`src/rtl/gr_pkg.sv`:
```
package gr_pkg;
  localparam int HALF_W = 16;
  localparam int WORD_W = 32;

  typedef enum logic [1:0] {
    RK_NONE = 2'd0,
    RK_CTRL = 2'd1,
    RK_MON  = 2'd2
  } reg_kind_e;

  typedef struct packed {
    reg_kind_e  kind;
    logic       is_rst;
    logic [7:0] idx;
  } reg_hit_t;

  // Bits whose enable (upper half) is set take the new data; others hold.
  function automatic logic [HALF_W-1:0] masked_update(
    input logic [HALF_W-1:0] old_val,
    input logic [WORD_W-1:0] wd
  );
    return (old_val & ~wd[WORD_W-1:HALF_W]) | (wd[HALF_W-1:0] & wd[WORD_W-1:HALF_W]);
  endfunction
endpackage

```
`src/rtl/gr_bus_decode.sv`:
```
module gr_bus_decode #(
  parameter int ADDR_W        = 12,
  parameter int NUM_GATE_REGS = 2,
  parameter int NUM_RST_REGS  = 2,
  parameter int GATE_BASE     = 'h030,
  parameter int RST_BASE      = 'h090,
  parameter int MON_OFS       = 'h180
) (
  input  logic [ADDR_W-1:0] addr,
  output gr_pkg::reg_hit_t  hit
);
  import gr_pkg::*;

  always_comb begin
    hit = '{kind: RK_NONE, is_rst: 1'b0, idx: 8'd0};
    for (int i = 0; i < NUM_GATE_REGS; i++) begin
      if (addr == ADDR_W'(GATE_BASE + 4 * i))
        hit = '{kind: RK_CTRL, is_rst: 1'b0, idx: 8'(i)};
      if (addr == ADDR_W'(GATE_BASE + MON_OFS + 4 * i))
        hit = '{kind: RK_MON, is_rst: 1'b0, idx: 8'(i)};
    end
    for (int i = 0; i < NUM_RST_REGS; i++) begin
      if (addr == ADDR_W'(RST_BASE + 4 * i))
        hit = '{kind: RK_CTRL, is_rst: 1'b1, idx: 8'(i)};
      if (addr == ADDR_W'(RST_BASE + MON_OFS + 4 * i))
        hit = '{kind: RK_MON, is_rst: 1'b1, idx: 8'(i)};
    end
  end
endmodule

```
`src/rtl/gr_wmask_reg.sv`:
```
module gr_wmask_reg #(
  parameter int          NUM_REGS  = 2,
  parameter logic [15:0] RESET_VAL = 16'h0000
) (
  input  logic                     clk,
  input  logic                     rst,
  input  logic                     wr_en,
  input  logic [7:0]               wr_idx,
  input  logic [31:0]              wdata,
  output logic [NUM_REGS*16-1:0]   ctl_q
);
  for (genvar g = 0; g < NUM_REGS; g++) begin : g_word
    logic sel;
    assign sel = wr_en && (wr_idx == 8'(g));
    // per-bit masked update
    always_ff @(posedge clk) begin
      if (rst)
        ctl_q[g*16 +: 16] <= RESET_VAL;
      else if (sel)
        ctl_q[g*16 +: 16] <= gr_pkg::masked_update(ctl_q[g*16 +: 16], wdata);
    end
  end
endmodule

```
`src/rtl/gr_ref_sync.sv`:
```
module gr_ref_sync #(
  parameter int W = 32
) (
  input  logic         clk,
  input  logic         rst,
  input  logic         ref_tick,
  input  logic [W-1:0] d,
  output logic [W-1:0] q
);
  logic [W-1:0] stage1;

  // two stages advanced on the reference tick
  always_ff @(posedge clk) begin
    if (rst) begin
      stage1 <= '0;
      q      <= '0;
    end else if (ref_tick) begin
      stage1 <= d;
      q      <= stage1;
    end
  end
endmodule

```
`src/rtl/gr_reset_hold.sv`:
```
module gr_reset_hold #(
  parameter int NUM_REGS       = 2,
  parameter int MIN_HOLD_TICKS = 2
) (
  input  logic                   clk,
  input  logic                   rst,
  input  logic                   ref_tick,
  input  logic                   wr_en,
  input  logic [7:0]             wr_idx,
  input  logic [31:0]            wdata,
  input  logic [NUM_REGS*16-1:0] rel_req,
  output logic [NUM_REGS*16-1:0] rst_n_q
);
  localparam int HOLD_W = $clog2(MIN_HOLD_TICKS + 1);
  localparam logic [HOLD_W-1:0] CNT_MAX = HOLD_W'(MIN_HOLD_TICKS);

  for (genvar g = 0; g < NUM_REGS; g++) begin : g_word
    logic        sel;
    logic [15:0] restart;
    assign sel     = wr_en && (wr_idx == 8'(g));
    assign restart = sel ? (wdata[31:16] & ~wdata[15:0]) : 16'h0000;

    for (genvar b = 0; b < 16; b++) begin : g_bit
      logic [HOLD_W-1:0] cnt;
      // hold counter restarts on every assert write
      always_ff @(posedge clk) begin
        if (rst) begin
          cnt              <= '0;
          rst_n_q[g*16+b]  <= 1'b0;
        end else begin
          if (restart[b])
            cnt <= '0;
          else if (ref_tick && (cnt != CNT_MAX))
            cnt <= cnt + 1'b1;
          // release only once requested and held long enough
          rst_n_q[g*16+b] <= rel_req[g*16+b] && (cnt == CNT_MAX);
        end
      end
    end
  end
endmodule

```
`src/rtl/gate_reset_bank.sv`:
```
module gate_reset_bank #(
  parameter int ADDR_W         = 12,
  parameter int NUM_GATE_REGS  = 2,
  parameter int NUM_RST_REGS   = 2,
  parameter int GATE_BASE      = 'h030,
  parameter int RST_BASE       = 'h090,
  parameter int MON_OFS        = 'h180,
  parameter int MIN_HOLD_TICKS = 2
) (
  input  logic                       clk,
  input  logic                       rst,
  input  logic                       ref_tick,
  input  logic                       bus_wr,
  input  logic                       bus_rd,
  input  logic [ADDR_W-1:0]          bus_addr,
  input  logic [31:0]                bus_wdata,
  output logic [31:0]                bus_rdata,
  output logic [NUM_GATE_REGS*16-1:0] clk_en,
  output logic [NUM_RST_REGS*16-1:0]  mod_rst_n
);
  import gr_pkg::*;

  localparam int GW = NUM_GATE_REGS * 16;
  localparam int RW = NUM_RST_REGS * 16;

  reg_hit_t         hit;
  logic             wr_gate;
  logic             wr_rst;
  logic [GW-1:0]    gate_ctl;
  logic [RW-1:0]    rst_ctl;
  logic [GW-1:0]    gate_mon;
  logic [RW-1:0]    rst_mon;
  logic [31:0]      rd_word;

  gr_bus_decode #(
    .ADDR_W       (ADDR_W),
    .NUM_GATE_REGS(NUM_GATE_REGS),
    .NUM_RST_REGS (NUM_RST_REGS),
    .GATE_BASE    (GATE_BASE),
    .RST_BASE     (RST_BASE),
    .MON_OFS      (MON_OFS)
  ) u_dec (
    .addr(bus_addr),
    .hit (hit)
  );

  // monitor and unmapped hits never write
  assign wr_gate = bus_wr && (hit.kind == RK_CTRL) && !hit.is_rst;
  assign wr_rst  = bus_wr && (hit.kind == RK_CTRL) &&  hit.is_rst;

  gr_wmask_reg #(.NUM_REGS(NUM_GATE_REGS), .RESET_VAL(16'h0000)) u_gate_regs (
    .clk   (clk),
    .rst   (rst),
    .wr_en (wr_gate),
    .wr_idx(hit.idx),
    .wdata (bus_wdata),
    .ctl_q (gate_ctl)
  );

  gr_wmask_reg #(.NUM_REGS(NUM_RST_REGS), .RESET_VAL(16'h0000)) u_rst_regs (
    .clk   (clk),
    .rst   (rst),
    .wr_en (wr_rst),
    .wr_idx(hit.idx),
    .wdata (bus_wdata),
    .ctl_q (rst_ctl)
  );

  gr_reset_hold #(.NUM_REGS(NUM_RST_REGS), .MIN_HOLD_TICKS(MIN_HOLD_TICKS)) u_hold (
    .clk     (clk),
    .rst     (rst),
    .ref_tick(ref_tick),
    .wr_en   (wr_rst),
    .wr_idx  (hit.idx),
    .wdata   (bus_wdata),
    .rel_req (rst_ctl),
    .rst_n_q (mod_rst_n)
  );

  // gate enables come straight from the control flops
  assign clk_en = gate_ctl;

  gr_ref_sync #(.W(GW)) u_gate_sync (
    .clk     (clk),
    .rst     (rst),
    .ref_tick(ref_tick),
    .d       (clk_en),
    .q       (gate_mon)
  );

  // reset monitor follows the driven reset, not the request
  gr_ref_sync #(.W(RW)) u_rst_sync (
    .clk     (clk),
    .rst     (rst),
    .ref_tick(ref_tick),
    .d       (mod_rst_n),
    .q       (rst_mon)
  );

  // lower half data, upper half zero
  always_comb begin
    rd_word = 32'h0;
    case (hit.kind)
      RK_CTRL: rd_word[15:0] = hit.is_rst ? rst_ctl[16*int'(hit.idx) +: 16]
                                          : gate_ctl[16*int'(hit.idx) +: 16];
      RK_MON:  rd_word[15:0] = hit.is_rst ? rst_mon[16*int'(hit.idx) +: 16]
                                          : gate_mon[16*int'(hit.idx) +: 16];
      default: rd_word = 32'h0;
    endcase
  end

  // read samples state from before any same-cycle write
  always_ff @(posedge clk) begin
    if (rst)
      bus_rdata <= 32'h0;
    else if (bus_rd)
      bus_rdata <= rd_word;
  end
endmodule

```
`config.mk`:
```
export PLATFORM = sky130hd
export DESIGN_NAME = gate_reset_bank
export DESIGN_NICKNAME = d
export VERILOG_FILES = /design/src/rtl/gr_pkg.sv /design/src/rtl/gr_bus_decode.sv /design/src/rtl/gr_wmask_reg.sv /design/src/rtl/gr_ref_sync.sv /design/src/rtl/gr_reset_hold.sv /design/src/rtl/gate_reset_bank.sv
export SDC_FILE = /design/constraint.sdc
export NUM_CORES = 1
export LEC_CHECK = 0
export BUFFER_PORTS_ARGS = -buffer_cell sky130_fd_sc_hd__buf_2
export CAP_MARGIN = 20
export CORE_MARGIN = 3
export CORE_UTILIZATION = 39
export CTS_BUF_LIST = sky130_fd_sc_hd__clkbuf_16
export CTS_CLUSTER_SIZE = 40
export DETAILED_ROUTE_END_ITERATION = 16
export SYNTH_ARGS = -nofsm -noshare
export SYNTH_HDL_FRONTEND = slang
export SYNTH_SLANG_ARGS = --single-unit
```
`constraint.sdc`:
```
create_clock -name clk -period 5.5 [get_ports clk]
set_clock_uncertainty 0.05 [all_clocks]
set_input_delay 0.275 -clock clk [delete_from_list [all_inputs] [get_ports clk]]
set_output_delay 0.275 -clock clk [all_outputs]
set_load 0.02 [all_outputs]
```
==> flow_summary_export.csv <==
group,metric,value,unit
timing,hold_violations,0,
timing,fin_crit_sh,0.5509,
route,antenna_left,0,
yosys,synth_top_family_by_area,"simple AND/OR/NAND/NOR gates",
timing,fin_tns_setup,0,ns
placed_design,hpwl,22780,um
timing,slew_violations,0,
power,powerDensity,322.3,mW/mm^2
route,drt-total-wl,33350,um
clock_network,clk_path_buf_depth,3,
timing,min_period,3.030,ns
yosys,ys_seq_area_frac,0.4665,
floorplanning,dieWidth,188.9,um
clock_network,cts_made_buffers,34,
timing,clock.fmax,330.1,MHz
power,leakagePower,6.377,nW
cells_and_area,postLayoutCellArea,0.01506,sq mm
setup_path,start_kind,"input pin",
setup_path,crit_type,"input pin to flop",
yosys,ys_top_cells_by_area,"dfxtp_1 (47%), mux2i_1 (15%), nand2_1 (5.4%)",
global_routing,grt_overflow_total,0,
cells_and_area,syn2layout_area_growth,15.43,%
setup_path,cp-startpoint,"bus_addr[11]",
clock_network,cts_resized,0,
floorplanning,coreArea,0.03278,sq mm
floorplanning,start_util,0.3979,
hold_path,hold_path.class,"input pin to flop",
global_routing,grt_pass1_vias,9601,
setup_path,r2r_cells,3,
route,drt_iter0_drc,468,
clock_network,cts_max_level,2,
cells_and_area,nets,1587,
placed_design,gp_congestion,0.8474,
setup_path,end_kind,"flop",
timing,rsz0062_at_grt,"no",
global_routing,antenna_found_initial,5,
yosys,yosysTopAreaCellShare,0.4665,
clock_network,cts.sinks,304,
yosys,syn_inst,1409,
setup_path,r2r_slack,4.09,ns
yosys,syn_area,0.01305,sq mm
route,via_count,10010,
yosys,ys.flop_type,"dfxtp_1",
yosys,synth_compound_area_frac,0.08066,
route,drt-pass1-iter-count,5,
power,vdd_drop_max,265.2,uV
setup_path,crit_required,5.80,ns
yosys,synth-seq-cells,304,
floorplanning,ioPinCount,145,
yosys,yosysTopAreaCell,"dfxtp_1",
yosys,muxShareOfSynthArea,0.1638,
global_routing,grtUsageTotal,0.1828,
placed_design,place.port_buffers,128,
setup_path,r2r_end,"bus_rdata[15]",
clock_network,ctsHoldBuffers,3,
global_routing,grt_max_degree,93,
yosys,yosysWarnings,0,
clock_network,clk_pin_slew,0.06,ns
setup_path,arrival,3.33,ns
route,drt-vias-per-instance,5.085,
status,outcome,"finished clean",
yosys,avgSynthCellArea,9.259,sq um
yosys,synth.most_common_cell,"dfxtp_1",
floorplanning,die_area,0.03568,sq mm
global_routing,grt_first_pass_wirelength,52240,um
power,fin_total_pwr,0.004853,W
clock_network,tritoncts,"done",
yosys,ys_top_cells_by_count,"dfxtp_1 (304), mux2i_1 (191), nand2_1 (187), nor2_1 (182)",
yosys,synth_edf_count,0,
cells_and_area,drive_gt1_frac,0.1430,
timing,setup_violations,0,
clock_network,postCtsSetupBuffers,0,
yosys,synth_cell_type_count,47,
hold_path,worstHoldStart,"bus_wdata[5]",
clock_network,root_buffer,"clkbuf_16",
yosys,synth_fa_ha_area_frac,0.03261,
setup_path,path_max_fanout,18,
clock_network,clk_latency,0.50,ns
floorplanning,rows,66,
route,route.detailed.drc,0,
timing,worst_slew_pin_slew,1.079,ns
route,wire_per_inst,16.95,um
yosys,synth-simple-area-share,0.1827,
yosys,synthXorXnorAreaFrac,0.02417,
floorplanning,die_h,188.9,um
placed_design,dpl_cell_area,0.01390,sq mm
timing,slew_headroom,0.2788,
setup_path,r2r-start,"u_gate_sync.q[31]",
run,drv_cap,0,
setup_path,crit_end,"bus_rdata[6]",
yosys,async_flop_share,0,
## routing by layer
metal / vias to the layer above / global-route usage / share of wire
met3: 57 / 0.03962 / 0.052
li1: 4986 / - / -
met4: 8 / 0.05242 / 0.022
met1: 4728 / 0.2225 / 0.42
met5: - / 0 / 0.0017
met2: 229 / 0.3248 / 0.50
## power breakdown
| part | switching, W | internal [W] |
|---|---|---|
| Combinational | 0.000229 | 0.000163 |
| Clock | 0.000875 | 0.00129 |
| Sequential | 0.0000307 | 0.00227 |
## final cells by class
type | instances | area (sq um)
Fill cell | 3219 | 17720
Multi-Input combinational cell | 984 | 6402
Sequential cell | 304 | 6086
Clock buffer | 35 | 875.8
Timing Repair Buffer | 144 | 827.0
Tap cell | 442 | 553.0
Clock inverter | 21 | 175.2
Inverter | 36 | 135.1
Antenna cell | 2 | 5.005
## worst min-delay path by stage
stage,slack [ns],endpoint,cells after the start
6_report,0.03,flop,3
5_1_grt,0.01,flop,3
4_1_cts,0.0004,flop,3
3_5_place_dp,0.42,bus_rdata[15],1
3_3_place_gp,0.42,u_gate_sync.q[31],2
2_1_floorplan,0.37,flop,2
## per-stage QoR
step / setup slack [ns] / hold slack, ns / util / std cells
floorplan: 2.897 / 0.3689 / - / 1424
global placement: 2.103 / 0.4213 / 0.4240 / 1903
detailed placement: 2.040 / 0.4223 / 0.4240 / 1903
CTS: 2.554 / 0.0004078 / 0.4570 / 1962
global route: 2.216 / 0.01467 / 0.4593 / 1967
finish: 2.470 / 0.02597 / 0.4594 / 1968
## worst max-delay path: stages
cell and delay, ns:
buf_2 0.11, nor4_4 0.38, nand2_1 0.16, nor4_1 0.36
inv_1 0.09, ha_1 0.48, nor3_2 0.97, nand3_1 0.17
a32oi_1 0.26, a31oi_1 0.06
## layout by cell type, fill, tap and decap left out, types with 3 or more instances in the layout
cell type      netlist  routed
nand2_1            187     187
clkinv_2             0       3
dlygate4sd3_1        0       3
and3_1              32      32
inv_1               36      42
buf_2               12     126
clkinv_1             0       6
clkbuf_16            0      35
mux2_2              16      16
mux2i_1            191     191
nor2_1             182     181
xnor2_1             34      34
nor2b_1             32      32
nand2b_1            17      17
a31oi_1             15      15
a211oi_1            62      62
o21ai_0             16      16
conb_1               1      16
ha_1                34      34
a32oi_1             15      15
nand3_1             62      62
buf_4               16       9
bufinv_16            0       3
a21oi_1             47      47
dfxtp_1            304     304
## kinds of logic after synthesis
kind of cell / count (synthesis)
AO/OA/AOI/OAI: 160
XOR/XNOR: 36
adder cells (fa/ha/maj): 34
buffers and inverters: 136
flip-flops: 304
multiplexers: 209
other: 1
AND/OR/NAND/NOR: 529
No activity file was read; power rests on OpenSTA's default activity.
